`src/rtl/rtg_pkg.sv`:
```
package rtg_pkg;

    localparam int FW         = 16;
    localparam int REG_W      = 2 * FW;
    localparam int SET_BASE   = 8;
    localparam int SET_STRIDE = 8;

    typedef logic [FW-1:0] coord_t;

    typedef struct packed {
        coord_t hi;
        coord_t lo;
    } pair_t;

    typedef struct packed {
        coord_t line;
        coord_t pix;
    } pos_t;

    typedef struct packed {
        pair_t h;
        pair_t v_top;
        pair_t v_bot;
        pair_t e_top;
        pair_t e_bot;
    } sync_cfg_t;

    typedef struct packed {
        logic   slave;
        coord_t line_len;
        coord_t field_len;
        pos_t   top_first;
        pos_t   top_last;
        pos_t   bot_first;
        pos_t   bot_last;
    } core_cfg_t;

    typedef enum logic [2:0] {
        RA_MODE      = 3'd0,
        RA_LINE_LEN  = 3'd1,
        RA_FIELD_LEN = 3'd2,
        RA_RESTART   = 3'd3,
        RA_TOP_FIRST = 3'd4,
        RA_TOP_LAST  = 3'd5,
        RA_BOT_FIRST = 3'd6,
        RA_BOT_LAST  = 3'd7
    } core_addr_e;

    typedef enum logic [2:0] {
        SA_HORZ     = 3'd0,
        SA_VTOP     = 3'd1,
        SA_VBOT     = 3'd2,
        SA_EDGE_TOP = 3'd3,
        SA_EDGE_BOT = 3'd4
    } set_addr_e;

    // Half-open span [lo, hi) that may wrap past the line end.
    function automatic logic span_on(coord_t p, coord_t lo, coord_t hi);
        if (lo < hi)
            return (p >= lo) && (p < hi);
        else if (lo > hi)
            return (p >= lo) || (p < hi);
        else
            return 1'b0;
    endfunction

    // Inclusive rectangle test.
    function automatic logic in_window(pos_t p, pos_t first, pos_t last);
        return (p.line >= first.line) && (p.line <= last.line) &&
               (p.pix  >= first.pix)  && (p.pix  <= last.pix);
    endfunction

endpackage

```
`src/rtl/rtg_regs.sv`:
```
module rtg_regs
    import rtg_pkg::*;
#(
    parameter int NSETS  = 4,
    parameter int ADDR_W = 6
) (
    input  logic                        clk,
    input  logic                        rst,
    input  logic                        wr_en,
    input  logic [ADDR_W-1:0]           wr_addr,
    input  logic [REG_W-1:0]            wr_data,
    output core_cfg_t                   core,
    output sync_cfg_t [NSETS-1:0]       sets,
    output logic                        restart
);

    localparam int SN_W = ADDR_W - 3;

    logic              core_hit;
    core_addr_e        core_idx;
    logic [ADDR_W-1:0] set_off;
    logic [SN_W-1:0]   set_num;
    set_addr_e         set_idx;

    always_comb begin
        core_hit = wr_en && (wr_addr < ADDR_W'(SET_BASE));
        core_idx = core_addr_e'(wr_addr[2:0]);
        set_off  = wr_addr - ADDR_W'(SET_BASE);
        set_num  = set_off[ADDR_W-1:3];
        set_idx  = set_addr_e'(set_off[2:0]);
        restart  = core_hit && (core_idx == RA_RESTART) && wr_data[0];
    end

    always_ff @(posedge clk) begin
        if (rst) begin
            core <= '0;
        end else if (core_hit) begin
            case (core_idx)
                RA_MODE:      core.slave     <= wr_data[0];
                RA_LINE_LEN:  core.line_len  <= wr_data[FW-1:0];
                RA_FIELD_LEN: core.field_len <= wr_data[FW-1:0];
                RA_TOP_FIRST: core.top_first <= pos_t'(wr_data);
                RA_TOP_LAST:  core.top_last  <= pos_t'(wr_data);
                RA_BOT_FIRST: core.bot_first <= pos_t'(wr_data);
                RA_BOT_LAST:  core.bot_last  <= pos_t'(wr_data);
                default: ;
            endcase
        end
    end

    for (genvar k = 0; k < NSETS; k++) begin : g_set_regs
        sync_cfg_t cfg_q;
        logic      sel;

        assign sel     = wr_en && !core_hit && (set_num == SN_W'(k));
        assign sets[k] = cfg_q;

        always_ff @(posedge clk) begin
            if (rst) begin
                cfg_q <= '0;
            end else if (sel) begin
                case (set_idx)
                    SA_HORZ:     cfg_q.h     <= pair_t'(wr_data);
                    SA_VTOP:     cfg_q.v_top <= pair_t'(wr_data);
                    SA_VBOT:     cfg_q.v_bot <= pair_t'(wr_data);
                    SA_EDGE_TOP: cfg_q.e_top <= pair_t'(wr_data);
                    SA_EDGE_BOT: cfg_q.e_bot <= pair_t'(wr_data);
                    default: ;
                endcase
            end
        end
    end

endmodule

```
`src/rtl/rtg_raster.sv`:
```
module rtg_raster
    import rtg_pkg::*;
(
    input  logic   clk,
    input  logic   rst,
    input  logic   restart,
    input  logic   slave,
    input  logic   ext_sync,
    input  coord_t line_len,
    input  coord_t field_len,
    output pos_t   pos,
    output logic   bottom,
    output logic   top_pulse,
    output logic   bottom_pulse
);

    coord_t      hcnt;
    coord_t      hl;
    logic        ext_q;
    logic [FW:0] h_inc;
    logic [FW:0] hl_inc;
    coord_t      h_nx;
    coord_t      hl_nx;
    coord_t      half_len;
    coord_t      half_fld;
    logic        adv;
    logic        relock;

    always_comb begin
        half_len = {1'b0, line_len[FW-1:1]};
        half_fld = {1'b0, field_len[FW-1:1]};
        h_inc    = {1'b0, hcnt} + {{FW{1'b0}}, 1'b1};
        h_nx     = (h_inc >= {1'b0, line_len}) ? '0 : h_inc[FW-1:0];
        adv      = (h_nx == '0) || ((half_len != '0) && (h_nx == half_len));
        hl_inc   = {1'b0, hl} + {{FW{1'b0}}, 1'b1};
        if (!adv)
            hl_nx = hl;
        else if (hl_inc >= {1'b0, field_len})
            hl_nx = '0;
        else
            hl_nx = hl_inc[FW-1:0];
        relock = slave && ext_sync && !ext_q;
    end

    always_ff @(posedge clk) begin
        if (rst) begin
            hcnt  <= '0;
            hl    <= '0;
            ext_q <= 1'b0;
        end else begin
            ext_q <= ext_sync;
            if (restart || relock) begin
                hcnt <= '0;
                hl   <= '0;
            end else begin
                hcnt <= h_nx;
                hl   <= hl_nx;
            end
        end
    end

    always_comb begin
        pos.pix      = hcnt;
        pos.line     = {1'b0, hl[FW-1:1]} + coord_t'(1);
        bottom       = (hl >= half_fld);
        top_pulse    = (hl == '0) && (hcnt == '0);
        bottom_pulse = (hl == half_fld) && ((hcnt == '0) || (hcnt == half_len));
    end


    hwrap_chk: assert property (@(posedge clk) disable iff (rst)
        (h_inc >= {1'b0, line_len}) |=> (pos.pix == '0));


    restart_chk: assert property (@(posedge clk) disable iff (rst)
        restart |=> (pos.pix == '0) && (pos.line == coord_t'(1)) && !bottom_pulse);


    relock_chk: assert property (@(posedge clk) disable iff (rst)
        (slave && $rose(ext_sync)) |=> (pos.pix == '0) && (pos.line == coord_t'(1)));


    pulse_excl_chk: assert property (@(posedge clk) disable iff (rst)
        (field_len >= coord_t'(2)) |-> $onehot0({top_pulse, bottom_pulse}));

endmodule

```
`src/rtl/rtg_sync_set.sv`:
```
module rtg_sync_set
    import rtg_pkg::*;
(
    input  logic      clk,
    input  logic      rst,
    input  logic      restart,
    input  pos_t      pos,
    input  logic      bottom,
    input  sync_cfg_t cfg,
    output logic      hs,
    output logic      vs
);

    pair_t vlines;
    pair_t vpix;
    logic  start_hit;
    logic  stop_hit;
    logic  vs_q;

    always_comb begin
        vlines    = bottom ? cfg.v_bot : cfg.v_top;
        vpix      = bottom ? cfg.e_bot : cfg.e_top;
        start_hit = (pos.line == vlines.lo) && (pos.pix == vpix.lo);
        stop_hit  = (pos.line == vlines.hi) && (pos.pix == vpix.hi);
        vs        = !stop_hit && (start_hit || vs_q);
        hs        = span_on(pos.pix, cfg.h.lo, cfg.h.hi);
    end

    always_ff @(posedge clk) begin
        if (rst || restart)
            vs_q <= 1'b0;
        else
            vs_q <= vs;
    end


    vs_rise_chk: assert property (@(posedge clk) disable iff (rst)
        $rose(vs_q) |-> $past(start_hit));

endmodule

```
`src/rtl/raster_timing_gen.sv`:
```
module raster_timing_gen
    import rtg_pkg::*;
#(
    parameter int NSETS  = 4,
    parameter int ADDR_W = $clog2(SET_BASE + SET_STRIDE * NSETS)
) (
    input  logic              clk,
    input  logic              rst,
    input  logic              wr_en,
    input  logic [ADDR_W-1:0] wr_addr,
    input  logic [31:0]       wr_data,
    input  logic              ext_sync,
    output logic [15:0]       pix_x,
    output logic [15:0]       line_y,
    output logic              bottom_field,
    output logic              active,
    output logic              top_pulse,
    output logic              bottom_pulse,
    output logic [NSETS-1:0]  hsync,
    output logic [NSETS-1:0]  vsync
);

    core_cfg_t             core;
    sync_cfg_t [NSETS-1:0] sets;
    logic                  restart;
    pos_t                  pos;
    logic                  bottom;

    rtg_regs #(.NSETS(NSETS), .ADDR_W(ADDR_W)) u_regs (
        .clk     (clk),
        .rst     (rst),
        .wr_en   (wr_en),
        .wr_addr (wr_addr),
        .wr_data (wr_data),
        .core    (core),
        .sets    (sets),
        .restart (restart)
    );

    rtg_raster u_raster (
        .clk          (clk),
        .rst          (rst),
        .restart      (restart),
        .slave        (core.slave),
        .ext_sync     (ext_sync),
        .line_len     (core.line_len),
        .field_len    (core.field_len),
        .pos          (pos),
        .bottom       (bottom),
        .top_pulse    (top_pulse),
        .bottom_pulse (bottom_pulse)
    );

    for (genvar k = 0; k < NSETS; k++) begin : g_sync
        rtg_sync_set u_set (
            .clk     (clk),
            .rst     (rst),
            .restart (restart),
            .pos     (pos),
            .bottom  (bottom),
            .cfg     (sets[k]),
            .hs      (hsync[k]),
            .vs      (vsync[k])
        );
    end

    always_comb begin
        pix_x        = pos.pix;
        line_y       = pos.line;
        bottom_field = bottom;
        active       = bottom ? in_window(pos, core.bot_first, core.bot_last)
                              : in_window(pos, core.top_first, core.top_last);
    end

endmodule

```
`config.mk`:
```
export PLATFORM = sky130hd
export DESIGN_NAME = raster_timing_gen
export DESIGN_NICKNAME = d
export VERILOG_FILES = /design/src/rtl/rtg_pkg.sv /design/src/rtl/rtg_regs.sv /design/src/rtl/rtg_raster.sv /design/src/rtl/rtg_sync_set.sv /design/src/rtl/raster_timing_gen.sv
export SDC_FILE = /design/constraint.sdc
export NUM_CORES = 2
export LEC_CHECK = 0
export ABC_CLOCK_PERIOD_IN_PS = 5300
export BUFFER_PORTS_ARGS = -buffer_cell sky130_fd_sc_hd__clkbuf_2
export CORE_MARGIN = 4
export CORE_UTILIZATION = 35
export DETAILED_ROUTE_END_ITERATION = 10
export RECOVER_POWER = 50
export SETUP_SLACK_MARGIN = 0.3
export SYNTH_ARGS = -nofsm -noshare
export SYNTH_HDL_FRONTEND = slang
export SYNTH_SLANG_ARGS = --single-unit
```
`constraint.sdc`:
```
create_clock -name clk -period 5.3 [get_ports clk]
set_input_delay 0.53 -clock clk [delete_from_list [all_inputs] [get_ports clk]]
set_output_delay 0.53 -clock clk [all_outputs]
set_load 0.03 [all_outputs]
```
# Word-level counts from Yosys, hierarchy flattened
# Cells that the tools add are included.
totals:
  word_cells: 230
  out_inout_bits: 44
  reg_bits: 838
classes:
  order_cmp: 28
  eq_ne: 33
  reduce_logical: 88
  mux: 19
  n_addsub: 4
ops:
  columns: ["operator", "count"]
  rows:
  - ["16-bit equality test", 16]
  - ["32-bit 2-to-1 mux", 8]
  - ["16-bit >= comparator", 8]
  - ["16-bit less-than comparator", 8]
  - ["16-bit greater-than comparator", 4]
  - ["16-bit less-or-equal comparator", 4]
  - ["2-bit AND reduction", 27]
  - ["16-bit by 15-bit equality test with 1-bit output", 3]
  - ["16-bit zero test", 3]
  - ["1-bit logical AND", 35]
  - ["16-bit by 1-bit adder with 17-bit output, second input constant", 2]
  - ["17-bit by 16-bit >= comparator with 1-bit output", 2]
  - ["16-bit 2-to-1 mux", 2]
  - ["3-bit by 2-bit equality test with 1-bit output, second input constant", 6]
  - ["15-bit by 1-bit adder with 16-bit output, second input constant", 1]
  - ["16-bit by 15-bit >= comparator with 1-bit output", 1]
  - ["3-bit equality test, second input constant", 5]
  - ["15-bit nonzero test", 1]
  - ["1-bit logical OR", 12]
  - ["3-bit by 1-bit equality test with 1-bit output, second input constant", 3]
  - ["3-bit zero test", 3]
  - ["1-bit 2-to-1 mux", 9]
  - ["1-bit zero test", 6]
  - ["6-bit by 4-bit less-than comparator with 1-bit output, second input constant", 1]
  - ["2 further kinds", 2]

# Logic depth before layout (Yosys ltp)
logic_depth:
  word_depth: 6
  ltp_mapped: 19
  ltp_nobuf: 16

# Hierarchy
# Synthesis repeated with hierarchy kept, for this count alone.
hier_totals:
  hier_cells: 4903
  area_unflattened_um2: 47848.4
modules_own_cells:
  columns: ["mod", "cells_per_inst", "area_per_inst_um2", "n_inst"]
  rows:
  - ["rtg_regs", 2730, 30694.4, 1]
  - ["rtg_sync_set", 309, 2538.7, 4]
  - ["rtg_raster", 494, 3824.9, 1]
  - ["raster_timing_gen", 443, 3174.3, 1]

# Worst setup path before layout
# OpenSTA, ideal clock, no wires.
synth_path:
  kind: "register to output"
  start: "reg u_raster.hl[1]"
  end: "out active"
  n_path_buf: 0
  arrival_ns: 4.279
  path_stages_with_launch: 17
  slack_ns: 0.491
  cell_sequence: "dfxtp_1 > ha_1 > nand3_1 > or3_1 > xor2_2 > inv_1 > ha_1 > a21o_1 > a21o_1 > a21o_1 > a21oi_1 > nor2_1 > a2111oi_0 > a221oi_1 > or4_1 > a31oi_1 > a31o_2"
synth_between:
  elab_chain_len: 6
synth_lines:
  columns: ["item", "line", "source"]
  rows:
  - ["start, declared", "rtg_raster.sv:18", "coord_t hl;"]
  - ["start signal, assigned", "rtg_raster.sv:57", "hl <= hl_nx;"]
  - ["15-bit by 1-bit adder with 16-bit output *", "rtg_raster.sv:64", "pos.line = {1'b0, hl[FW-1:1]} + coord_t'(1);"]
  - ["via line_y[8]", "raster_timing_gen.sv:14", "output logic [15:0] line_y,"]
  - ["16-bit >= comparator / 16-bit less-or-equal comparator (equally long branches)", "rtg_pkg.sv:69", "return (p.line >= first.line) && (p.line <= last.line) &&"]
  - ["1-bit logical AND (2 in series)", "rtg_pkg.sv:69", null]
  - ["1-bit logical AND", "rtg_pkg.sv:70", "(p.pix >= first.pix) && (p.pix <= last.pix);"]
  - ["1-bit 2-to-1 mux *", "raster_timing_gen.sv:71", "active = bottom ? in_window(pos, core.bot_first, core.bot_last)"]
  - ["end, declared", "raster_timing_gen.sv:16", "output logic active,"]
# The timed path passes the listed nets; every way through them passes the cells marked *.

# Worst setup path after layout
layout_path:
  start: "reg u_raster.hcnt[11]"
  end: "out vsync[2]"
layout_between:
  elab_chain_len: 4
layout_lines:
  columns: ["item", "line", "source"]
  rows:
  - ["start, declared", "rtg_raster.sv:17", "coord_t hcnt;"]
  - ["start signal, assigned", "rtg_raster.sv:56", "hcnt <= h_nx;"]
  - ["16-bit equality test (on tied branches)", "rtg_sync_set.sv:24, rtg_sync_set.sv:23", null]
  - ["1-bit logical AND (on tied branches)", "rtg_sync_set.sv:24, rtg_sync_set.sv:23", null]
  - ["1-bit zero test / 1-bit logical OR (equally long branches)", "rtg_sync_set.sv:25", "vs = !stop_hit && (start_hit || vs_q);"]
  - ["1-bit logical AND *", "rtg_sync_set.sv:25", null]
  - ["end, declared", "raster_timing_gen.sv:20", "output logic [NSETS-1:0] vsync"]
# Mark *: on every way between the ends. The rest lies on a longest branch, timed or not.

==> out/results.ini <==
[outcome]
status = complete, but fails checks
violations = max-capacitance violations, max-slew violations

[detailed_routing]
antenna_left = 0
via_count = 42500
drtIter0Drc = 4552
totalWireLength_um = 176000
viasPerCell = 5.45
drc = 0
drt-wirelength-per-cell_um = 22.6
first_pass_iters = 6

[clock_tree]
cts_buffers = 93
cts-htree-levels = 3
cts_root_buf = clkbuf_16
cts_tree = yes
clkTransAtPathRegs_ns = 0.06
clock_sink_count = 838
clk_path_buf_depth = 3
hold_buffers = 0
clk_latency_ns = 0.67

[power]
ir_drop_mv = 0.225
power_leakage_uw = 0.0201
power_uw = 14000
p_per_area_nw_per_um2 = 268

[min_path]
min-delay-start = ext_sync
hold_end = u_raster.ext_q$_SDFF_PP0_
hp-class = input pin to flop
hold_depth = 2

[final_layout]
final_nets = 6383
fill_cells = 13200
layout-drive-gt1-share_pct = 9.54
final_cell_mix = 1688 x nand2_1, 917 x a21oi_1, 806 x dfxtp_1, 360 x ha_1, 344 x inv_1
seq_area_um2 = 16800
final_area_um2 = 52000
instances_no_fill = 7792
synthToLayoutAreaGrowth_pct = 13.8
multi_input_comb_area_um2 = 26200
layout_commonest_cell = nand2_1

[sta]
clock_skew_ns = 0.0177
tightest_slew_ns = 3.18
fmax_mhz = 201
finalCritPeriodShare_pct = 93.8
hold_viol = 0
fin_crit_ns = 4.97
rsz0062_at_grt = yes
slew_viol_final = 656
setup_viol = 0
fin_tns_setup_ns = 0
timing.slew.headroom_pct = -112
worst_slack_ns = 0.330

[die]
dieArea_um2 = 136000
die_width_um = 369
boundaryPins = 86
core_um2 = 130000
initial_core_util_pct = 35.3
die_h_um = 369
rows = 132

[grt]
grt_pass1_vias = 39100
track_usage_pct = 24.8
grt_pass1_wl_um = 258000
antenna_found_initial = 3
grt_overflow = 0
grt_max_degree = 218

[critical_path]
reg2reg_to = u_raster.hl[7]$_SDFFE_PP0P_
regToRegSetupSlack_ns = 0.57
critPathArrivalTime_ns = 4.44
cp-start-kind = flop
reg2regPathDepth = 15
path_class = flop to primary output
end_kind = primary output
worstPathMaxFanout = 11
r2r_start = u_raster.hcnt[7]$_SDFF_PP0_
worstPathRequired_ns = 4.77

[synthesis]
synthCells = 6008
syn-num-nets = 6418
synth_edf_count = 0
ys_seq_area_share_pct = 36.7
synth_seq_cells = 838
synth_async_sr_flop_share_pct = 0
yosysWarnings = 0
synthTopCellsByArea = dfxtp_1 37%, nand2_1 14%, ha_1 10%
synth-main-ff-cell = dfxtp_1
netlist_area_um2 = 45700
synth_top_area_share_pct = 36.7
avgSynthCellArea_um2 = 7.61
yosysTopAreaCell = dfxtp_1
synth_cell_type_count = 91

[placement]
gp_congestion = 0.930
dpl_worst_slack_ns = 0.268
io_buffers = 85
placed_area_um2 = 48200
hpwl_um = 106000
dp_cells = 7597

[job]
drv_cap = 4

[cell type report]
class,count,share of cell area [%]
diodes,3,0.0144
clock inverters,33,0.760
clock buffers,136,5.21
repair inverters,3,0.0505
well taps,1742,4.19
multi-input cells,4378,50.4
repair buffers,301,4.32
flip-flops and latches,838,32.4
inverters,358,2.63
[logic make-up (layout without fill, tap and decap cells)]
kind of cell / after synthesis / after routing / synth area share, %
simple gates: 2232 / 2232 / 20.7
compound gates: 1346 / 1347 / 16.9
flops: 838 / 838 / 36.7
buf+inv: 793 / 831 / 6.90
fa+ha+maj: 368 / 368 / 10.1
xor+xnor: 320 / 320 / 6.29
mux: 111 / 111 / 2.44
other cells: 0 / 3 / 0
[per-layer routing]
metal	GRT usage (%)	vias to the layer above	wire [µm]
met2	40.4	1823	79600
met4	10.4	0	8440
met5	0	-	0
met3	3.51	425	15300
li1	-	20100	-
met1	33.0	20200	72500
[worst max-delay path: stages (launching register included)]
cell and delay, ns:
dfxtp_2 0.50, buf_4 0.28, inv_1 0.20, buf_4 0.26
o2bb2ai_1 0.14, a221o_1 0.29, nor4_1 0.64, nand3_1 0.15
o221a_2 0.29, a31oi_1 0.27, a41oi_1 0.20, a31oi_2 0.34
buf_6 0.19
[state kept, by name (all words and copies together) (netlist names)]
| signal | cells |
|---|---|
| u_regs.sets | 640 |
| u_regs.core | 161 |
| u_raster.hcnt | 16 |
| u_raster.hl | 16 |
| g_sync.u_set.vs_q | 4 |
| u_raster.ext_q | 1 |
[power by group]
| group | internal, µW | switching (µW) | total [µW] |
|---|---|---|---|
| logic | 243 | 716 | 959 |
| clock network | 3850 | 2820 | 6660 |
| registers | 6320 | 17.8 | 6340 |
[how the worst max path moves through the flow]
stage                     depth (start not counted)                    startpoint  endpoint  slack (ns)
after global placement                           14  u_raster.hl[13]$_SDFFE_PP0P_  vsync[0]        0.33
after global routing                             10  u_raster.hcnt[12]$_SDFF_PP0_  vsync[1]        0.25
after CTS                                        12  u_raster.hl[13]$_SDFFE_PP0P_  vsync[3]        0.30
final                                            12  u_raster.hcnt[11]$_SDFF_PP0_  vsync[2]        0.33
after detailed placement                         14  u_raster.hl[13]$_SDFFE_PP0P_  vsync[0]        0.27
after floorplan                                  16   u_raster.hl[1]$_SDFFE_PP0P_    active        0.49
[timing repair]
item / in CTS / in global routing
resized for setup: 51 / 56
gates cloned: 5 / 0
setup buffers: 8 / 10
setup endpoints to repair: 5 / 6
pin swaps: 10 / 20
[metrics by stage]
step	hold WS (ns)	utilization, %
floorplan	0.432	-
global placement	0.437	37.2
detailed placement	0.443	37.2
CTS	0.0798	39.9
global route	0.132	40.1
finish	0.113	40.1
[cell usage after synthesis, drive strengths merged, types with 15 or more instances]
cell type  number
nand2        1689
a21oi         920
dfxtp         838
clkbuf        370
ha            368
inv           354
xnor2         193
xor2          123
mux2i         108
nand4         105
a21o          104
o21ai          98
nor2           97
nor4           68
buf            65
nor3           61
nand3          57
nor2b          38
o22ai          34
nand2b         27
and2           25
and3           22
o21a           21
a2111oi        18
a211oi         17
a221oi         15
No activity file was read; power rests on OpenSTA's default activity.
